===== src/rtl/requeue_pkg.sv =====
// Shared types for the loop requeue stage.
// Assumes the class code is produced by an upstream decoder.
package requeue_pkg;
    localparam int CLS_W = 2;

    typedef enum logic [CLS_W-1:0] {
        CLS_OTHER = 2'b00,
        CLS_HEAD  = 2'b01,
        CLS_TAIL  = 2'b10,
        CLS_SPARE = 2'b11
    } instr_cls_e;

    typedef enum logic {
        ST_LOADING   = 1'b0,
        ST_REPEATING = 1'b1
    } rq_state_e;
endpackage


===== src/rtl/requeue_marker_decode.sv =====
// Turns a class code into head/tail marker flags.
// Assumes the spare code means an ordinary instruction.
module requeue_marker_decode
    import requeue_pkg::*;
(
    input  logic [CLS_W-1:0] cls,
    output logic             is_head,
    output logic             is_tail
);
    // Compare the class against the two loop markers.
    always_comb begin
        is_head = (instr_cls_e'(cls) == CLS_HEAD);
        is_tail = (instr_cls_e'(cls) == CLS_TAIL);
    end
endmodule


===== src/rtl/requeue_state_fsm.sv =====
// Holds the loading/repeating state of the requeue stage.
// Assumes loop_enter is only raised while loading, and abort strobes are single-cycle.
module requeue_state_fsm
    import requeue_pkg::*;
(
    input  logic      clk,
    input  logic      rst_n,
    input  logic      loop_enter,
    input  logic      abort_valid,
    input  logic      abort_taken,
    output rq_state_e state
);
    // Next-state register: enter on the marker pair, leave on an executed abort.
    always_ff @(posedge clk) begin
        if (!rst_n) begin
            state <= ST_LOADING;
        end else begin
            case (state)
                ST_LOADING:   if (loop_enter) state <= ST_REPEATING;
                ST_REPEATING: if (abort_valid && abort_taken) state <= ST_LOADING;
                default:      state <= ST_LOADING;
            endcase
        end
    end

    AST_ENTER_LOOP: assert property (@(posedge clk) disable iff (!rst_n)
        (state == ST_LOADING && loop_enter) |=> state == ST_REPEATING);
    AST_ABORT_EXIT: assert property (@(posedge clk) disable iff (!rst_n)
        (state == ST_REPEATING && abort_valid && abort_taken) |=> state == ST_LOADING);
    AST_ABORT_MISS: assert property (@(posedge clk) disable iff (!rst_n)
        (state == ST_REPEATING && abort_valid && !abort_taken) |=> state == ST_REPEATING);
endmodule


===== src/rtl/requeue_router.sv =====
// Combinational steering of the enqueue and recirculate streams to the FIFO port.
// Assumes the state comes from requeue_state_fsm, and that the FIFO port keeps no
// registers, so every decision is made within the cycle.
module requeue_router
    import requeue_pkg::*;
#(
    parameter int INSTR_W = 25
) (
    input  logic               clk,
    input  logic               rst_n,
    input  rq_state_e          state,
    input  logic               enq_valid,
    input  logic               enq_tail,
    input  logic [INSTR_W-1:0] enq_instr,
    input  logic [CLS_W-1:0]   enq_class,
    input  logic               rec_valid,
    input  logic               rec_head,
    input  logic [INSTR_W-1:0] rec_instr,
    input  logic [CLS_W-1:0]   rec_class,
    input  logic               out_ready,
    output logic               enq_ready,
    output logic               rec_ready,
    output logic               out_valid,
    output logic [INSTR_W-1:0] out_instr,
    output logic [CLS_W-1:0]   out_class,
    output logic               loop_enter
);
    // Pick the source and the handshakes for the current state.
    always_comb begin
        enq_ready  = 1'b0;
        rec_ready  = 1'b0;
        out_valid  = 1'b0;
        out_instr  = enq_instr;
        out_class  = enq_class;
        loop_enter = 1'b0;
        if (state == ST_LOADING) begin
            loop_enter = enq_valid && enq_tail && rec_valid && rec_head;
            out_valid  = enq_valid && !enq_tail;
            enq_ready  = loop_enter || (enq_valid && !enq_tail && out_ready);
            rec_ready  = loop_enter || (rec_valid && !rec_head);
        end else begin
            out_valid  = rec_valid;
            out_instr  = rec_instr;
            out_class  = rec_class;
            rec_ready  = rec_valid && out_ready;
        end
    end

    AST_REPEAT_NO_ENQ: assert property (@(posedge clk) disable iff (!rst_n)
        (state == ST_REPEATING) |-> !enq_ready);
    AST_TAIL_STALL: assert property (@(posedge clk) disable iff (!rst_n)
        (state == ST_LOADING && enq_valid && enq_tail && !(rec_valid && rec_head)) |-> !enq_ready && !out_valid);
    AST_HEAD_STALL: assert property (@(posedge clk) disable iff (!rst_n)
        (state == ST_LOADING && rec_valid && rec_head && !(enq_valid && enq_tail)) |-> !rec_ready);
    AST_NO_MARKER_OUT: assert property (@(posedge clk) disable iff (!rst_n)
        (state == ST_LOADING && out_valid) |-> !enq_tail);
    AST_READY_NEEDS_VALID: assert property (@(posedge clk) disable iff (!rst_n)
        (!enq_ready || enq_valid) && (!rec_ready || rec_valid));
endmodule


===== src/rtl/loop_requeue_ctrl.sv =====
// Top of the loop requeue stage. It merges the enqueue and recirculate
// instruction streams into the circular instruction FIFO, under a
// two-state loop controller.
// Assumes the instructions are already classified and that abort
// strobes come from the execution stage.
module loop_requeue_ctrl
    import requeue_pkg::*;
#(
    parameter int INSTR_W = 25
) (
    input  logic               clk,
    input  logic               rst_n,
    input  logic               enq_valid,
    output logic               enq_ready,
    input  logic [INSTR_W-1:0] enq_instr,
    input  logic [1:0]         enq_class,
    input  logic               rec_valid,
    output logic               rec_ready,
    input  logic [INSTR_W-1:0] rec_instr,
    input  logic [1:0]         rec_class,
    output logic               out_valid,
    input  logic               out_ready,
    output logic [INSTR_W-1:0] out_instr,
    output logic [1:0]         out_class,
    input  logic               abort_valid,
    input  logic               abort_taken
);
    rq_state_e state;
    logic      loop_enter;
    logic      enq_head_unused;
    logic      enq_tail;
    logic      rec_head;
    logic      rec_tail_unused;

    requeue_marker_decode u_enq_dec (
        .cls     (enq_class),
        .is_head (enq_head_unused),
        .is_tail (enq_tail)
    );

    requeue_marker_decode u_rec_dec (
        .cls     (rec_class),
        .is_head (rec_head),
        .is_tail (rec_tail_unused)
    );

    requeue_state_fsm u_fsm (
        .clk         (clk),
        .rst_n       (rst_n),
        .loop_enter  (loop_enter),
        .abort_valid (abort_valid),
        .abort_taken (abort_taken),
        .state       (state)
    );

    requeue_router #(.INSTR_W(INSTR_W)) u_router (
        .clk        (clk),
        .rst_n      (rst_n),
        .state      (state),
        .enq_valid  (enq_valid),
        .enq_tail   (enq_tail),
        .enq_instr  (enq_instr),
        .enq_class  (enq_class),
        .rec_valid  (rec_valid),
        .rec_head   (rec_head),
        .rec_instr  (rec_instr),
        .rec_class  (rec_class),
        .out_ready  (out_ready),
        .enq_ready  (enq_ready),
        .rec_ready  (rec_ready),
        .out_valid  (out_valid),
        .out_instr  (out_instr),
        .out_class  (out_class),
        .loop_enter (loop_enter)
    );

    AST_OUT_HAS_SOURCE: assert property (@(posedge clk) disable iff (!rst_n)
        out_valid |-> (enq_valid || rec_valid));
endmodule


===== config.mk =====
export PLATFORM = sky130hd
export DESIGN_NAME = loop_requeue_ctrl
export DESIGN_NICKNAME = d
export VERILOG_FILES = /design/src/rtl/requeue_pkg.sv /design/src/rtl/requeue_marker_decode.sv /design/src/rtl/requeue_state_fsm.sv /design/src/rtl/requeue_router.sv /design/src/rtl/loop_requeue_ctrl.sv
export SDC_FILE = /design/constraint.sdc
export NUM_CORES = 1
export LEC_CHECK = 0
export BUFFER_PORTS_ARGS = -buffer_cell sky130_fd_sc_hd__buf_4
export CAP_MARGIN = 15
export CELL_PAD_IN_SITES_DETAIL_PLACEMENT = 0
export CELL_PAD_IN_SITES_GLOBAL_PLACEMENT = 1
export CORE_MARGIN = 2
export CORE_UTILIZATION = 13
export CTS_BUF_LIST = sky130_fd_sc_hd__clkbuf_4
export DETAILED_ROUTE_END_ITERATION = 8
export PLACE_DENSITY_LB_ADDON = 0.1
export SLEW_MARGIN = 20
export SYNTH_ARGS = -nofsm -noshare
export SYNTH_HDL_FRONTEND = slang
export SYNTH_SLANG_ARGS = --single-unit

===== constraint.sdc =====
create_clock -name clk -period 1.17 [get_ports clk]
set_clock_uncertainty 0.15 [all_clocks]
set_input_delay 0.1755 -clock clk [delete_from_list [all_inputs] [get_ports clk]]
set_output_delay 0.1755 -clock clk [all_outputs]
set_load 0.05 [all_outputs]

Yosys cells after proc, flatten, opt, wreduce, memory -nomap -nowiden
Index checks and enable logic that the tools add are counted.
{"block": "totals", "register_bits": 1, "out_inout_bits": 30}
{"block": "classes", "eq_ne": 2, "n_mux": 9, "reduce_logical": 12, "bitwise": 1}
{"operator": "$mux 25", "n": 1}
{"operator": "$logic_and 1x1->1", "n": 8}
{"operator": "$mux 1", "n": 6}
{"operator": "$eq 2x1->1 const B", "n": 1}
{"operator": "$eq 2x2->1 const B", "n": 1}
{"operator": "$logic_not 1->1", "n": 2}
{"operator": "$logic_or 1x1->1", "n": 2}
{"operator": "$mux 2", "n": 1}
{"operator": "$pmux 1 s2", "n": 1}
{"operator": "$not 1->1", "n": 1}

Depth between registers and ports, before layout
Gate-level depths: netlist (run 1).
{"block": "depth", "depth_word": 7, "ltp_mapped": 4, "mapped_depth_nobuf": 3}

By module
From an unflattened synthesis (run 1), not the netlist that was laid out.
{"block": "unflattened", "hier_cells": 48, "hier_area_um2": 464.2}
{"module": "requeue_router", "seq_area_each_um2": 0.0, "cells_per_inst": 41, "area_per_inst_um2": 402.9, "n_inst": 1}
{"module": "requeue_state_fsm", "seq_area_each_um2": 20.0, "cells_per_inst": 3, "area_per_inst_um2": 31.3, "n_inst": 1}
{"module": "requeue_marker_decode", "seq_area_each_um2": 0.0, "cells_per_inst": 2, "area_per_inst_um2": 15.0, "n_inst": 2}

Worst setup path before layout (run 1)
OpenSTA, ideal clock, no wires.
{"block": "synth_timing", "kind": "reg2out", "from": "register u_fsm.state", "to": "output out_valid", "stages_incl_launch_ff": 5, "arrival_time_ns": 1.686, "path_slack_ns": -0.842, "path_buffers": 1, "cell_sequence": "dfxtp_1 > buf_6 > inv_2 > nand2_1 > o21ai_0"}
{"block": "synth_via", "elab_chain_cells": 1}
{"item": "start, declared", "line": "requeue_state_fsm.sv:11", "text": "output rq_state_e state"}
{"item": "start signal, assigned", "line": "requeue_state_fsm.sv:16", "text": "state <= ST_LOADING;"}
{"item": "start signal, assigned", "line": "requeue_state_fsm.sv:19", "text": "ST_LOADING: if (loop_enter) state <= ST_REPEATING;"}
{"item": "start signal, assigned", "line": "requeue_state_fsm.sv:20", "text": "ST_REPEATING: if (abort_valid && abort_taken) state <= ST_LOADING;"}
{"item": "$mux 1", "line": "requeue_router.sv:36", "text": "if (state == ST_LOADING) begin"}
{"item": "end, declared", "line": "loop_requeue_ctrl.sv:21", "text": "output logic out_valid,"}
No other way between the ends.

Final worst setup path (run 1)
{"block": "layout_timing", "from": "register u_fsm.state", "to": "output out_instr[17]"}
{"block": "layout_via", "elab_chain_cells": 1}
{"item": "$mux 25", "line": "requeue_router.sv:36"}
{"item": "end, declared", "line": "loop_requeue_ctrl.sv:23", "text": "output logic [INSTR_W-1:0] out_instr,"}
No other way between the ends.

==> flow_summary_export.csv, run 1 <==
group,metric,value,unit
logic_synthesis,synth_top_family_by_area,"multiplexers",
timing,drv_slew,0,
detailed_routing,drc,0,
die,core_area,3360,sq um
global_route,antenna_found_initial,0,
timing,worst_pin_slew,0.305,ns
global_route,grt_use_met3,2.68,%
logic_synthesis,yosys-top-cells-area,"mux2_2, buf_6, dfxtp_1",
timing,setup_tns,-5.39,ns
global_route,grt_usage,10.2,%
timing,holdWs,0.266,ns
critical_path,critPathTopFamily,"flip-flops",
logic_synthesis,syn_avg_cell_area,9.72,sq um
critical_path,crit_buf_inv,2,
logic_synthesis,yosysTopAreaCell,"mux2_2",
finish,top_register,"u_fsm.state",
logic_synthesis,synth.area.mux_share,68.8,%
timing,slew-limit-headroom,79.7,%
critical_path,cp.arrival,1.04,ns
global_route,grt_start_max_net_pins,9,
timing,timing.final.crit_share,117,%
critical_path,critical_path.max_stage_delay,0.42,ns
logic_synthesis,syn_area,457,sq um
outcome,failed_checks,"negative setup slack",
finish,largest_reg_flops,1,
critical_path,critPathRequiredTime,0.84,ns
finish,final_core_util,47.2,%
logic_synthesis,synth_compound_area_share,6.58,%
critical_path,critPathLaunchType,"flop",
finish,antenna_cells,0,
finish,layout-drive-gt1-share,95.9,%
finish,mostFrequentLayoutCells,"buf_4, buf_6, mux2_4, buf_8",
min_path,hp-class,"in -> reg",
die,die_y,63.3,um
die,initial_utilization,13.6,%
detailed_routing,drt_iter0_markers,7,
logic_synthesis,synth_top_area_share,66.6,%
finish,syn2layout_area_growth,247,%
placed_design,dp.final_hpwl,1810,um
timing,rsz0062_at_grt,"yes",
logic_synthesis,yosysSeqAreaShare,4.38,%
critical_path,crit_type,"reg -> out",
logic_synthesis,postSynthCellCount,47,
die,rows,21,
clock_tree,cts_hold_buf,0,
clock_tree,clk_latency,0,ns
finish,final_nets,208,
detailed_routing,antenna_left,0,
logic_synthesis,synth_warnings,0,
die,die-area,4000,sq um
detailed_routing,viasPerCell,3.93,
power,p_per_area,464,nW/um^2
logic_synthesis,synth_nets,108,
placed_design,placed_cells,189,
global_route,grtUsageMet2,21.1,%
die,die_w,63.3,um
placed_design,gp_congestion,0.694,
clock_tree,clk_pin_slew,0,ns
outcome,outcome,"finished, violations left",
timing,finalCriticalPeriod,1.37,ns
critical_path,end_kind,"primary output",
critical_path,crit_slowest_cell,"dfxtp_4",
job,maxCapViolCount,0,
finish,top_regs,"u_fsm.state: 1 flops",
detailed_routing,routed_wl,2240,um
timing,setup_violations,30,
detailed_routing,num_vias,751,
power,ir_worst_vdd,0.189,mV
logic_synthesis,synth_cell_types,15,
critical_path,crit_fanout,8,
global_route,grt_most_used_layer,"met2",
logic_synthesis,synth-seq-cells,1,
global_route,met1_usage,10.8,%
timing,finalHoldViolations,0,
detailed_routing,drt_first_pass_iters,2,
die,ios,91,
logic_synthesis,synth_xor_area_share,0,%
placed_design,port_buffers,90,
detailed_routing,wire_per_inst,11.7,um
timing,final.setup.worst_slack,-0.199,ns
global_route,grt_pass1_wl,3510,um
global_route,grt_pass1_vias,786,
critical_path,path_cells,"buf_12 > mux2_4 > buf_6",
logic_synthesis,yosys.area_share.simple,11.2,%
power,leakage,0.791,nW
global_route,grt_overflow,0,
finish,layout_commonest_cell,"buf_4",
logic_synthesis,synthAdderAreaFrac,0,%
timing,fmax,0.730,GHz
finish,fin_cells,191,
-- worst register-to-register path, cell delays in order (launching register included) --
cell,delay (ns)
dfxtp_4,0.42
buf_6,0.16
inv_6,0.04
buf_4,0.12
a21oi_1,0.11
-- logic make-up (layout without fill, tap and decap cells) --
logic type      after synthesis  count (layout)
compound gates                4               4
simple gates                  9               9
mux                          28              28
flops                         1               1
buf+inv                       5             103
-- through the flow --
stage | setup WS, ns | power (mW) | cell area, sq um
final | -0.199 | 0.736 | 1590
after global routing | -0.227 | 0.767 | 1590
after CTS | -0.207 | 0.733 | 1560
after detailed placement | -0.285 | 0.667 | 1380
after global placement | -0.278 | 0.662 | 1380
after floorplan | -0.0908 | 0.395 | 596
-- power breakdown --
| part | internal, mW | leakage [nW] | switching [mW] |
|---|---|---|---|
| combinational | 0.361 | 0.782 | 0.340 |
| clock | 0 | 0 | 0 |
| sequential | 0.0333 | 0.00887 | 0.00187 |
| total | 0.394 | 0.791 | 0.342 |
-- layer usage --
metal  share of wire (%)  vias to the layer above
met5                   0                        -
li1                    -                      369
met2                  56                       42
met4                   0                        0
met3                  10                        0
met1                  34                      340
-- synth_stat cells --
master,count
a2111oi_2,1
nor2b_4,1
mux2i_1,1
buf_6,3
a21oi_1,1
inv_2,1
nand2_1,3
o21ai_1,1
nor2_1,2
o21ai_0,1
nand3_1,2
and3b_1,1
inv_1,1
mux2_2,27
dfxtp_1,1
-- cell type report --
class / instances / area [sq um]
sequential: 1 / 23.8
timing repair buffer: 101 / 933
fill: 338 / 1780
multi-input combinational: 41 / 559
tap: 46 / 57.6
inverter: 2 / 12.5
-- path summary, 6_finish.rpt --
| kind | start | end | slack (ns) | cells past startpoint |
|---|---|---|---|---|
| worst max-delay path | u_fsm.state$_SDFF_PN0_ | out_instr[17] | -0.20 | 3 |
| worst min-delay path | rst_n | u_fsm.state$_SDFF_PN0_ | 0.27 | 3 |
| worst max register to register | u_fsm.state$_SDFF_PN0_ | u_fsm.state$_SDFF_PN0_ | 0.09 | 4 |
| worst min register to register | u_fsm.state$_SDFF_PN0_ | u_fsm.state$_SDFF_PN0_ | 0.63 | 4 |
-- timing repair --
| item | 4_1_cts | 5_1_grt |
|---|---|---|
| endpoints found under the setup margin | 30 | 31 |
| gates cloned | 1 | 0 |
| pin swaps | 3 | 1 |
| gates resized for setup | 41 | 5 |
| setup buffers | 0 | 1 |
Power figures use the tool's default switching activity.
==> run 2, diff against run 1 <==
- PLACE_DENSITY: unset -> 0.89
- PLACE_DENSITY_LB_ADDON: 0.1 -> unset
==> flow_summary_export.csv, run 2 (synthesis gave the netlist of run 1 again) <==
group,metric,value,unit
finish,antenna_cells,0,
timing,rsz0062_at_grt,"yes",
placed_design,port_buffers,90,
timing,final.setup.worst_slack,-0.206,ns
die,die_y,63.3,um
power,p_per_area,477,nW/um^2
critical_path,cp.arrival,1.05,ns
global_route,grt_start_max_net_pins,13,
finish,largest_reg_flops,1,
timing,worst_pin_slew,0.303,ns
power,netSwitchingPower,0.354,mW
critical_path,critPathLaunchType,"flop",
critical_path,end_kind,"primary output",
die,rows,21,
finish,syn2layout_area_growth,244,%
power,leakage,0.779,nW
global_route,grt_usage,12.0,%
die,ios,91,
die,die-area,4000,sq um
timing,timing.final.crit_share,118,%
power,clkPwrFrac,0,%
detailed_routing,viasPerCell,4.13,
finish,top_regs,"u_fsm.state: 1 flops",
placed_design,dp.final_hpwl,2240,um
outcome,outcome,"finished, violations left",
power,seqPwrFrac,4.7,%
detailed_routing,antenna_left,0,
global_route,grt_pass1_wl,3970,um
global_route,grt_pass1_vias,885,
detailed_routing,num_vias,784,
outcome,failed_checks,"negative setup slack",
timing,fmax,0.727,GHz
global_route,antenna_found_initial,0,
timing,finalHoldViolations,0,
detailed_routing,wire_per_inst,13.7,um
detailed_routing,drt_iter0_markers,3,
critical_path,path_cells,"buf_12 > mux2_4 > buf_6",
finish,final_core_util,46.7,%
critical_path,crit_type,"reg -> out",
min_path,hp-class,"in -> reg",
clock_tree,post-cts-setup-buffers,0,
finish,final_nets,207,
power,switching_share,47.3,%
detailed_routing,routed_wl,2600,um
timing,setup_tns,-5.37,ns
detailed_routing,drc,0,
timing,holdWs,0.272,ns
placed_design,gp_congestion,0.678,
finish,layout_commonest_cell,"buf_4",
die,core_area,3360,sq um
critical_path,crit_slowest_cell,"dfxtp_4",
critical_path,crit_fanout,12,
timing,slew-limit-headroom,79.8,%
power,p_comb_share,95.3,%
job,maxCapViolCount,0,
timing,finalCriticalPeriod,1.38,ns
clock_tree,clk_pin_slew,0,ns
critical_path,critPathRequiredTime,0.84,ns
global_route,grt_overflow,0,
detailed_routing,drt_first_pass_iters,2,
power,ir_worst_vdd,0.252,mV
power,finalPower,0.749,mW
clock_tree,clk_latency,0,ns
finish,top_register,"u_fsm.state",
finish,mostFrequentLayoutCells,"buf_4, buf_6, mux2_4",
timing,setup_violations,30,
die,die_w,63.3,um
critical_path,critical_path.max_stage_delay,0.40,ns
power,cellInternalPower,0.395,mW
finish,layout-drive-gt1-share,96.5,%
timing,drv_slew,0,
die,initial_utilization,13.6,%
## run 2: path summary, 6_finish.rpt
path | end | cells after the start | slack (ns) | start
worst max-delay path | out_instr[24] | 3 | -0.21 | u_fsm.state$_SDFF_PN0_
worst min-delay path | u_fsm.state$_SDFF_PN0_ | 3 | 0.27 | rst_n
worst max register to register | u_fsm.state$_SDFF_PN0_ | 3 | 0.21 | u_fsm.state$_SDFF_PN0_
worst min register to register | u_fsm.state$_SDFF_PN0_ | 3 | 0.49 | u_fsm.state$_SDFF_PN0_
## run 2: final cells by class
class / count / area, sq um
well taps: 46 / 57.6
repair buffers: 100 / 907
flip-flops and latches: 1 / 23.8
fillers: 314 / 1790
inverters: 2 / 10.0
multi-input cells: 41 / 572
## run 2: layer usage
metal	share of wire, %	track usage (%)	vias to the layer above	wire length, um
met4	0.77	0	0	20
met3	7.2	1.96	2	187
li1	-	-	372	-
met1	29	10.4	363	743
met5	0	0	-	0
met2	63	28.6	47	1650
## run 2: repair_timing
item	4_1_cts	5_1_grt
gates resized for setup	35	8
pin swaps	3	0
hold endpoints to repair	0	0
setup endpoints to repair	30	31
hold buffers	0	0
## run 2: power by group through the flow
stage	clock network [mW]	registers, mW	logic, mW
after floorplan	0	0.0360	0.359
after global placement	0	0.0367	0.631
after detailed placement	0	0.0368	0.645
after CTS	0	0.0350	0.708
after global routing	0	0.0352	0.743
final	0	0.0349	0.714
## run 2: metrics by stage
stage	instance area (sq um)	setup WS (ns)	cells
after floorplan	596	-0.0908	47
after global placement	1400	-0.273	190
after detailed placement	1400	-0.321	190
after CTS	1540	-0.237	190
after global routing	1570	-0.235	190
final	1570	-0.206	190
## run 2: critical path: cells and delay by family, from the launching register on
kind / cells / cell delay, ns
buffers and inverters: 2 / 0.32
flip-flops: 1 / 0.40
multiplexers: 1 / 0.32
